### src/rtl/con_pkg.sv
package con_pkg;
  localparam int CS_ADDR_W  = 16;
  localparam int CS_BASE_W  = 10;
  localparam int CS_DATA_W  = 8;
  localparam int CS_CODE_W  = 4;
  localparam int CS_OS_RATE = 16;
  localparam int CS_VEC_W   = 8;
  localparam logic [CS_VEC_W-1:0] CS_VEC_RX = 8'o060;
  localparam logic [CS_VEC_W-1:0] CS_VEC_TX = 8'o064;

  typedef enum logic [1:0] {
    SEL_RX_STAT = 2'd0,
    SEL_RX_DATA = 2'd1,
    SEL_TX_STAT = 2'd2,
    SEL_TX_DATA = 2'd3
  } reg_sel_e;

  typedef struct packed {
    logic [CS_DATA_W-1:0] data;
    logic                 pe;
    logic                 fe;
  } rx_char_t;
endpackage

### src/rtl/con_baud.sv
module con_baud #(
  parameter int CODE_W = 4
) (
  input  logic              clk_i,
  input  logic              rst_ni,
  input  logic              base_tick_i,
  input  logic [CODE_W-1:0] code_i,
  output logic              tick_o
);
  logic [CODE_W-1:0] cnt_q;
  logic              wrap;

  assign wrap   = (cnt_q >= code_i);
  assign tick_o = base_tick_i && wrap;

  always_ff @(posedge clk_i or negedge rst_ni) begin
    if (!rst_ni)          cnt_q <= '0;
    else if (base_tick_i) cnt_q <= wrap ? '0 : cnt_q + 1'b1;
  end
endmodule

### src/rtl/con_tx.sv
module con_tx #(
  parameter int DATA_W  = 8,
  parameter int OS_RATE = 16
) (
  input  logic              clk_i,
  input  logic              rst_ni,
  input  logic              tick_i,
  input  logic              load_i,
  input  logic [DATA_W-1:0] data_i,
  input  logic              par_en_i,
  output logic              line_o,
  output logic              busy_o
);
  localparam int FRAME_W = DATA_W + 3;
  localparam int IDX_W   = $clog2(FRAME_W + 1);
  localparam int CNT_W   = $clog2(OS_RATE);

  logic [FRAME_W-1:0] frame_q;
  logic [IDX_W-1:0]   idx_q, last_q;
  logic [CNT_W-1:0]   cnt_q;
  logic               busy_q;

  assign busy_o = busy_q;
  assign line_o = busy_q ? frame_q[idx_q] : 1'b1;

  always_ff @(posedge clk_i or negedge rst_ni) begin
    if (!rst_ni) begin
      frame_q <= '1;
      idx_q   <= '0;
      last_q  <= '0;
      cnt_q   <= '0;
      busy_q  <= 1'b0;
    end else if (!busy_q) begin
      if (load_i) begin
        // stop, parity (or extra stop when unused), data, start
        frame_q <= {1'b1, par_en_i ? ^data_i : 1'b1, data_i, 1'b0};
        last_q  <= par_en_i ? IDX_W'(DATA_W + 2) : IDX_W'(DATA_W + 1);
        idx_q   <= '0;
        cnt_q   <= '0;
        busy_q  <= 1'b1;
      end
    end else if (tick_i) begin
      cnt_q <= cnt_q + 1'b1;
      if (cnt_q == CNT_W'(OS_RATE - 1)) begin
        if (idx_q == last_q) busy_q <= 1'b0;
        else                 idx_q  <= idx_q + 1'b1;
      end
    end
  end
endmodule

### src/rtl/con_rx.sv
module con_rx
  import con_pkg::*;
#(
  parameter int DATA_W  = CS_DATA_W,
  parameter int OS_RATE = CS_OS_RATE
) (
  input  logic     clk_i,
  input  logic     rst_ni,
  input  logic     tick_i,
  input  logic     rxd_i,
  input  logic     par_en_i,
  output logic     done_o,
  output rx_char_t char_o,
  output logic     brk_o
);
  localparam int CNT_W = $clog2(OS_RATE);
  localparam int BIT_W = $clog2(DATA_W);
  localparam logic [CNT_W-1:0] MID  = CNT_W'(OS_RATE / 2 - 1);
  localparam logic [CNT_W-1:0] LAST = CNT_W'(OS_RATE - 1);

  typedef enum logic [2:0] {RX_IDLE, RX_START, RX_DATA, RX_PAR, RX_STOP, RX_HOLD} rx_st_e;

  rx_st_e            st_q;
  logic [CNT_W-1:0]  cnt_q;
  logic [BIT_W-1:0]  bit_q;
  logic [DATA_W-1:0] sr_q;
  logic              par_q;

  always_ff @(posedge clk_i or negedge rst_ni) begin
    if (!rst_ni) begin
      st_q   <= RX_IDLE;
      cnt_q  <= '0;
      bit_q  <= '0;
      sr_q   <= '0;
      par_q  <= 1'b0;
      done_o <= 1'b0;
      char_o <= '0;
      brk_o  <= 1'b0;
    end else begin
      done_o <= 1'b0;
      if (tick_i) begin
        cnt_q <= cnt_q + 1'b1;
        unique case (st_q)
          RX_IDLE: begin
            cnt_q <= '0;
            if (!rxd_i) st_q <= RX_START;
          end
          RX_START: if (cnt_q == MID) begin
            cnt_q <= '0;
            bit_q <= '0;
            st_q  <= rxd_i ? RX_IDLE : RX_DATA;
          end
          RX_DATA: if (cnt_q == LAST) begin
            sr_q <= {rxd_i, sr_q[DATA_W-1:1]};
            if (bit_q == BIT_W'(DATA_W - 1)) st_q <= par_en_i ? RX_PAR : RX_STOP;
            else                             bit_q <= bit_q + 1'b1;
          end
          RX_PAR: if (cnt_q == LAST) begin
            par_q <= rxd_i;
            st_q  <= RX_STOP;
          end
          RX_STOP: if (cnt_q == LAST) begin
            done_o      <= 1'b1;
            char_o.data <= sr_q;
            char_o.fe   <= !rxd_i;
            char_o.pe   <= par_en_i && (^sr_q ^ par_q);
            if (!rxd_i && sr_q == '0) brk_o <= 1'b1;
            st_q <= rxd_i ? RX_IDLE : RX_HOLD;
          end
          RX_HOLD: if (rxd_i) begin
            brk_o <= 1'b0;
            st_q  <= RX_IDLE;
          end
          default: st_q <= RX_IDLE;
        endcase
      end
    end
  end
endmodule

### src/rtl/con_serial.sv
module con_serial
  import con_pkg::*;
(
  input  logic                 clk_i,
  input  logic                 rst_ni,
  input  logic [CS_ADDR_W-1:0] addr_i,
  input  logic                 rd_i,
  input  logic                 wr_i,
  input  logic [15:0]          wdata_i,
  output logic [15:0]          rdata_o,
  output logic                 ack_o,
  input  logic [CS_BASE_W-1:0] base_i,
  input  logic                 baud_tick_i,
  input  logic [CS_CODE_W-1:0] rx_baud_i,
  input  logic [CS_CODE_W-1:0] tx_baud_i,
  input  logic                 common_speed_i,
  input  logic                 par_gen_i,
  input  logic                 par_chk_i,
  input  logic                 err_flag_en_i,
  input  logic                 brk_en_i,
  input  logic                 halt_en_i,
  input  logic                 rxd_i,
  output logic                 txd_o,
  output logic                 rx_irq_o,
  output logic                 tx_irq_o,
  output logic [CS_VEC_W-1:0]  irq_vec_o,
  output logic                 halt_o
);
  localparam int NDIR = 2;

  logic [CS_CODE_W-1:0] dir_code [NDIR];
  logic [NDIR-1:0]      dir_tick;

  assign dir_code[0] = rx_baud_i;
  assign dir_code[1] = common_speed_i ? rx_baud_i : tx_baud_i;

  for (genvar g = 0; g < NDIR; g++) begin : g_rate
    con_baud #(.CODE_W(CS_CODE_W)) u_baud (
      .clk_i       (clk_i),
      .rst_ni      (rst_ni),
      .base_tick_i (baud_tick_i),
      .code_i      (dir_code[g]),
      .tick_o      (dir_tick[g])
    );
  end

  // input synchroniser
  logic [1:0] rxd_sync_q;
  always_ff @(posedge clk_i or negedge rst_ni) begin
    if (!rst_ni) rxd_sync_q <= 2'b11;
    else         rxd_sync_q <= {rxd_sync_q[0], rxd_i};
  end

  // address decode
  logic     hit;
  reg_sel_e sel;
  assign hit   = (addr_i[15:13] == 3'b111) && (addr_i[12:3] == base_i) && !addr_i[0];
  assign sel   = reg_sel_e'(addr_i[2:1]);
  assign ack_o = hit && (rd_i || wr_i);

  logic wr_rx_stat, wr_tx_stat, wr_tx_data, rd_rx_data;
  assign wr_rx_stat = hit && wr_i && sel == SEL_RX_STAT;
  assign wr_tx_stat = hit && wr_i && sel == SEL_TX_STAT;
  assign wr_tx_data = hit && wr_i && sel == SEL_TX_DATA;
  assign rd_rx_data = hit && rd_i && sel == SEL_RX_DATA;

  logic unused_wbits;
  assign unused_wbits = ^{wdata_i[15:8], wdata_i[5:1]};

  // transmitter
  logic tx_line, tx_busy, tx_ie_q, tx_brk_q;

  con_tx #(.DATA_W(CS_DATA_W), .OS_RATE(CS_OS_RATE)) u_tx (
    .clk_i    (clk_i),
    .rst_ni   (rst_ni),
    .tick_i   (dir_tick[1]),
    .load_i   (wr_tx_data),
    .data_i   (wdata_i[CS_DATA_W-1:0]),
    .par_en_i (par_gen_i),
    .line_o   (tx_line),
    .busy_o   (tx_busy)
  );

  always_ff @(posedge clk_i or negedge rst_ni) begin
    if (!rst_ni) begin
      tx_ie_q  <= 1'b0;
      tx_brk_q <= 1'b0;
    end else if (wr_tx_stat) begin
      tx_ie_q  <= wdata_i[6];
      tx_brk_q <= wdata_i[0];
    end
  end

  assign txd_o = (tx_brk_q && brk_en_i) ? 1'b0 : tx_line;

  // receiver
  logic     rx_evt, rx_brk;
  rx_char_t rx_char;

  con_rx #(.DATA_W(CS_DATA_W), .OS_RATE(CS_OS_RATE)) u_rx (
    .clk_i    (clk_i),
    .rst_ni   (rst_ni),
    .tick_i   (dir_tick[0]),
    .rxd_i    (rxd_sync_q[1]),
    .par_en_i (par_chk_i),
    .done_o   (rx_evt),
    .char_o   (rx_char),
    .brk_o    (rx_brk)
  );

  logic                 rx_done_q, rx_ie_q, ovr_q, fe_q, pe_q;
  logic [CS_DATA_W-1:0] rx_buf_q;

  always_ff @(posedge clk_i or negedge rst_ni) begin
    if (!rst_ni) begin
      rx_done_q <= 1'b0;
      rx_ie_q   <= 1'b0;
      ovr_q     <= 1'b0;
      fe_q      <= 1'b0;
      pe_q      <= 1'b0;
      rx_buf_q  <= '0;
    end else begin
      if (wr_rx_stat) rx_ie_q <= wdata_i[6];
      if (rx_evt) begin
        rx_done_q <= 1'b1;
        ovr_q     <= rx_done_q && !rd_rx_data;
        fe_q      <= rx_char.fe;
        pe_q      <= rx_char.pe;
        rx_buf_q  <= rx_char.data;
      end else if (rd_rx_data) begin
        rx_done_q <= 1'b0;
      end
    end
  end

  // requests
  assign rx_irq_o  = rx_done_q && rx_ie_q;
  assign tx_irq_o  = !tx_busy && tx_ie_q;
  assign irq_vec_o = rx_irq_o ? CS_VEC_RX : (tx_irq_o ? CS_VEC_TX : '0);
  assign halt_o    = halt_en_i && rx_brk;

  // read mux
  logic [7:0] err_byte;
  assign err_byte = err_flag_en_i ? {ovr_q | fe_q | pe_q, ovr_q, fe_q, pe_q, 4'b0} : 8'h00;

  always_comb begin
    rdata_o = '0;
    if (hit && rd_i) begin
      unique case (sel)
        SEL_RX_STAT: rdata_o = {8'h00, rx_done_q, rx_ie_q, 6'b0};
        SEL_RX_DATA: rdata_o = {err_byte, rx_buf_q};
        SEL_TX_STAT: rdata_o = {8'h00, !tx_busy, tx_ie_q, 5'b0, tx_brk_q};
        SEL_TX_DATA: rdata_o = '0;
        default:     rdata_o = '0;
      endcase
    end
  end
endmodule

### config.mk
export PLATFORM = sky130hd
export DESIGN_NAME = con_serial
export DESIGN_NICKNAME = d
export VERILOG_FILES = /design/src/rtl/con_pkg.sv /design/src/rtl/con_baud.sv /design/src/rtl/con_tx.sv /design/src/rtl/con_rx.sv /design/src/rtl/con_serial.sv
export SDC_FILE = /design/constraint.sdc
export NUM_CORES = 1
export LEC_CHECK = 0
export CORE_ASPECT_RATIO = 1.75
export CORE_MARGIN = 3
export CORE_UTILIZATION = 50
export DETAILED_ROUTE_END_ITERATION = 16
export MAX_ROUTING_LAYER = met4
export PLACE_DENSITY = 0.78
export SLEW_MARGIN = 20
export SYNTH_ARGS = -nofsm -noshare
export SYNTH_HDL_FRONTEND = slang
export SYNTH_SLANG_ARGS = --single-unit
### constraint.sdc
create_clock -name clk_i -period 6.4 [get_ports clk_i]
set_clock_uncertainty 0.15 [all_clocks]
set_input_delay 0.96 -clock clk_i [delete_from_list [all_inputs] [get_ports clk_i]]
set_output_delay 0.96 -clock clk_i [all_outputs]
set_load 0.005 [all_outputs]
# Word level (Yosys, flattened, before mapping)

Cells that the tools add are included.

Output and inout bits: 29
Register bits after elaboration: 79
Bits of input ports: 62

Add/subtract/negate cells: 6
Reductions and logical operators: 41
Muxes and demuxes: 52
Order comparisons: 3
Equality and inequality tests: 27
Bitwise operators: 4

Operators by type and width:

| cell                                                                   | number |
|---|---|
| 16-bit one-hot mux with 4 select lines                                 | 1 |
| 4-bit two-way mux                                                      | 11 |
| 3-bit two-way mux                                                      | 12 |
| 4-bit by 1-bit adder with 4-bit output (second input constant)         | 5 |
| 1-bit logical AND                                                      | 18 |
| 3-bit one-hot mux with 6 select lines                                  | 1 |
| 1-bit two-way mux                                                      | 17 |
| 16-bit two-way mux                                                     | 1 |
| 8-bit XOR reduction                                                    | 2 |
| 3-bit equality test (second input constant)                            | 4 |
| 6-bit two-way mux                                                      | 2 |
| 2-bit by 1-bit != test with 1-bit output (second input constant)       | 6 |
| 2-bit != test (second input constant)                                  | 6 |
| 10-bit equality test                                                   | 1 |
| 5-bit AND reduction                                                    | 2 |
| 3-bit AND reduction                                                    | 3 |
| 4-bit equality test (second input constant)                            | 2 |
| 4-bit >= comparator                                                    | 2 |
| 8-bit logical NOT                                                      | 1 |
| 8-bit two-way mux                                                      | 1 |
| 4-bit one-hot mux with 2 select lines                                  | 1 |
| 8-bit AND reduction                                                    | 1 |
| 2-bit nonzero test                                                     | 4 |
| 3-bit by 2-bit equality test with 1-bit output (second input constant) | 2 |
| other kinds (20)                                                       | 27 |

# Depth between registers and ports, before layout

Depth in word-level cells: 7
Gate-level depth with buffers: 8
Mapped depth without buffers: 7

# Hierarchy

From an unflattened synthesis, not the netlist that was laid out.

Cell total of the unflattened synthesis: 427
Area, all modules: 4639.4 um^2

By module, submodules not included:

| module     | times used | seq. area each (um^2) | area each (um^2) | cells an instance |
|---|---|---|---|---|
| con_rx     | 1          | 775.7                 | 1707.9           | 142 |
| con_tx     | 1          | 563.0                 | 1181.1           | 112 |
| con_serial | 1          | 427.9                 | 1139.8           | 107 |
| con_baud   | 2          | 100.1                 | 305.3            | 33 |

# Least setup slack after synthesis

No wires, ideal clock.

Path kind: input to output
Start: in base_i[7]
End: out rdata_o[15]
Buffers on the path: 1
Data arrival time: 2.146 ns
Cell stages on the path: 6
Slack: 3.144 ns
Cell sequence: xor2_1 nor4_1 nand4_1 nor3_1 buf_2 o311a_1

Longest elaborated chain between the ends: 5

RTL lines:

| what                            | RTL line          | source |
|---|---|---|
| from (decl)                     | con_serial.sv:12  | `input logic [CS_BASE_W-1:0] base_i,` |
| 10-bit equality test            | con_serial.sv:57  | `assign hit = (addr_i[15:13] == 3'b111) && (addr_i[12:3] == base_i) && !addr_i[0];` |
| 1-bit logical AND (2 in series) | con_serial.sv:57  |  |
| 1-bit logical AND               | con_serial.sv:148 | `if (hit && rd_i) begin` |
| 16-bit two-way mux              | con_serial.sv:148 |  |
| to (decl)                       | con_serial.sv:10  | `output logic [15:0] rdata_o,` |

Every way passes these cells.

# Worst setup path in the final report

Start: in base_i[1]
End: out rdata_o[15]

Same word-level chain as after synthesis.

==> impl_metrics.env <==
export IMPL_fmax_ghz=0.203
export IMPL_status="finished clean"
export IMPL_num_vias=3294
export IMPL_coreArea_um2=8730
export IMPL_cts_tree="done"
export IMPL_ioPinCount=91
export IMPL_synthFlopType="dfrtp_1"
export IMPL_n_antenna_cell=0
export IMPL_grt_max_degree=79
export IMPL_dr_pass1_iters=4
export IMPL_area_growth_pct=22.6
export IMPL_utilization=0.635
export IMPL_netlist_area_um2=4520
export IMPL_postCtsSetupBuffers=0
export IMPL_placed_cell_area_um2=5260
export IMPL_cp_arrival_ns=3.83
export IMPL_ys_types=60
export IMPL_cts_resized=0
export IMPL_drc=0
export IMPL_fin_nets=564
export IMPL_fin_hold_ws_ns=0.207
export IMPL_grt_pass1_vias=3422
export IMPL_cts_buffers=9
export IMPL_seq_area_frac_synth=0.435
export IMPL_fp_dieH_um=132
export IMPL_rows=45
export IMPL_setup_viol=0
export IMPL_drt_initial_drc_count=150
export IMPL_fin_crit_sh=0.772
export IMPL_vdd_drop_max_mv=0.185
export IMPL_path_class="input port to output pin"
export IMPL_critPathRequiredTime_ns=5.29
export IMPL_place_ws_ns=1.43
export IMPL_setup_ws_ns=1.46
export IMPL_portBuffers=73
export IMPL_grt_use_total=0.195
export IMPL_grt_overflow=0
export IMPL_min_path_cells=0
export IMPL_clockRootBuffer="clkbuf_16"
export IMPL_crit_start="base_i[1]"
export IMPL_r2r_slack_ns=3.51
export IMPL_routed_wl_mm=9.37
export IMPL_finalNonFillerCells=605
export IMPL_hold_path_startpoint="rxd_sync_q[0]$_DFF_PN1_"
export IMPL_cts_max_path_buffers=2
export IMPL_fin_area_um2=5550
export IMPL_end_kind="output pin"
export IMPL_syn_inst=418
export IMPL_hp_class="flop to flop"
export IMPL_cap_violations=0
export IMPL_die_w_um=77.9
export IMPL_finalHoldViolations=0
export IMPL_synth_seq_cells=78
export IMPL_maxSlewViolCount=0
export IMPL_grt_pass1_wl_mm=15.6
export IMPL_cts_hold_buf=0
export IMPL_die_area_um2=10300
export IMPL_insertion_delay_ns=0.34
export IMPL_antenna_left=0
export IMPL_r2r_start="g_rate[0].u_baud.cnt_q[0]$_DFFE_PN0P_"
export IMPL_critPathMaxFanout=11
export IMPL_drive_gt1_frac=0.141
export IMPL_synthArstFlopShare=1.00
export IMPL_yosys_warnings=0
export IMPL_dp_final_hpwl_mm=7.00
export IMPL_start_util=0.518
export IMPL_dp_cells=589
export IMPL_powerDensity_nw_per_um2=242
export IMPL_finalSetupTns_ns=0
export IMPL_total_power_mw=1.34
export IMPL_start_kind="input port"
export IMPL_grt_antenna_before_repair=0
export IMPL_clk_pin_slew_ns=0.06
export IMPL_wl_per_cell_um=15.5
export IMPL_viasPerCell=5.44
export IMPL_p_leak_nw=2.61
export IMPL_htree_levels=3
export IMPL_rsz0062_at_grt="false"
export IMPL_rr_worst_depth=7
export IMPL_finalCriticalPeriod_ns=4.94
export IMPL_slew_limit_headroom=0.355
export IMPL_syn_avg_cell_area_um2=10.8
export IMPL_synth_edff_count=0
export IMPL_gp_congestion=0.839
export IMPL_cts_sinks=78
export IMPL_worstMarginPinSlew_ns=0.968
## report_power, final
| part | switching (mW) | internal [mW] |
|---|---|---|
| combinational | 0.137 | 0.142 |
| sequential | 0.0428 | 0.536 |
| clock | 0.194 | 0.293 |
## cell type report
class,count,area (um2)
Sequential cell,78,1970
Clock inverter,3,17.5
Inverter,28,105
Timing Repair Buffer,73,728
Fill cell,727,3180
Tap cell,117,146
Clock buffer,13,270
Multi-Input combinational cell,293,2310
## flip-flops by register name (all words and copies together) (netlist names), 2 cells and up
| name | count |
|---|---|
| u_rx.char_o | 10 |
| u_tx.frame_q | 10 |
| g_rate.u_baud.cnt_q | 8 |
| rx_buf_q | 8 |
| u_rx.sr_q | 8 |
| u_rx.cnt_q | 4 |
| u_tx.cnt_q | 4 |
| u_tx.idx_q | 4 |
| u_rx.bit_q | 3 |
| u_rx.st_q | 3 |
| u_tx.last_q | 3 |
| rxd_sync_q | 2 |
## cells in the mapped netlist, types with 7 or more instances
master | instances | share of area
mux2_2 | 20 | 0.050
ha_1 | 19 | 0.053
inv_1 | 27 | 0.022
xor2_1 | 11 | 0.021
mux2_1 | 14 | 0.035
xnor2_1 | 13 | 0.025
nor3_1 | 7 | 0.0077
o21ai_0 | 21 | 0.023
buf_4 | 15 | 0.025
nand2_1 | 16 | 0.013
and3_1 | 9 | 0.012
mux2i_1 | 18 | 0.040
and2_1 | 11 | 0.015
dfrtp_1 | 66 | 0.37
dfstp_2 | 12 | 0.070
nor2_1 | 22 | 0.018
nand2b_1 | 13 | 0.018
## routing by layer
layer	GRT usage	vias up	share of wire
met2	0.350	58	0.57
met1	0.201	1634	0.38
met4	0.0827	0	0.019
met3	0.0424	13	0.031
met5	-	-	0
li1	-	1589	-
## critical path, stage by stage
cell             delay (ns)
clkdlybuf4s50_1        0.45
xor2_1                 0.19
nor4_1                 0.44
nand4_1                0.21
nor3_1                 0.78
o311a_1                0.29
clkdlybuf4s50_1        0.50
## final timing paths
kind | endpoint
worst min-delay path | rxd_sync_q[1]$_DFF_PN1_
min in group asynchronous | g_rate[1].u_baud.cnt_q[0]$_DFFE_PN0P_
worst min register to register | rxd_sync_q[1]$_DFF_PN1_
max in group asynchronous | tx_brk_q$_DFFE_PN0P_
worst max-delay path | rdata_o[15]
worst max register to register | u_rx.char_o[2]$_DFFE_PN0P_
## placed cells by master, fill, tap and decap left out, types with 12 or more instances in the layout
cell type,n
o21ai_0,21
clkdlybuf4s50_1,72
inv_1,27
dfstp_2,12
dfrtp_1,66
nand2_1,16
mux2i_1,18
nor2_1,22
nand2b_1,13
mux2_1,14
ha_1,19
xnor2_1,13
mux2_2,20
## logic make-up (layout without fill, tap and decap cells)
family                     after synthesis  in the layout  synth area share
buffers and inverters                   55            117            0.0611
other                                    1              9          0.000829
xor gates and xnor gates                24             24            0.0465
muxes                                   58             58             0.148
and+or+nand+nor                        123            123             0.155
DFF                                     78             78             0.435
adders and majority gates               19             19            0.0525
AOI/OAI and AO/OA                       60             60             0.101
Note: power is estimated with default switching activity, not from simulation.
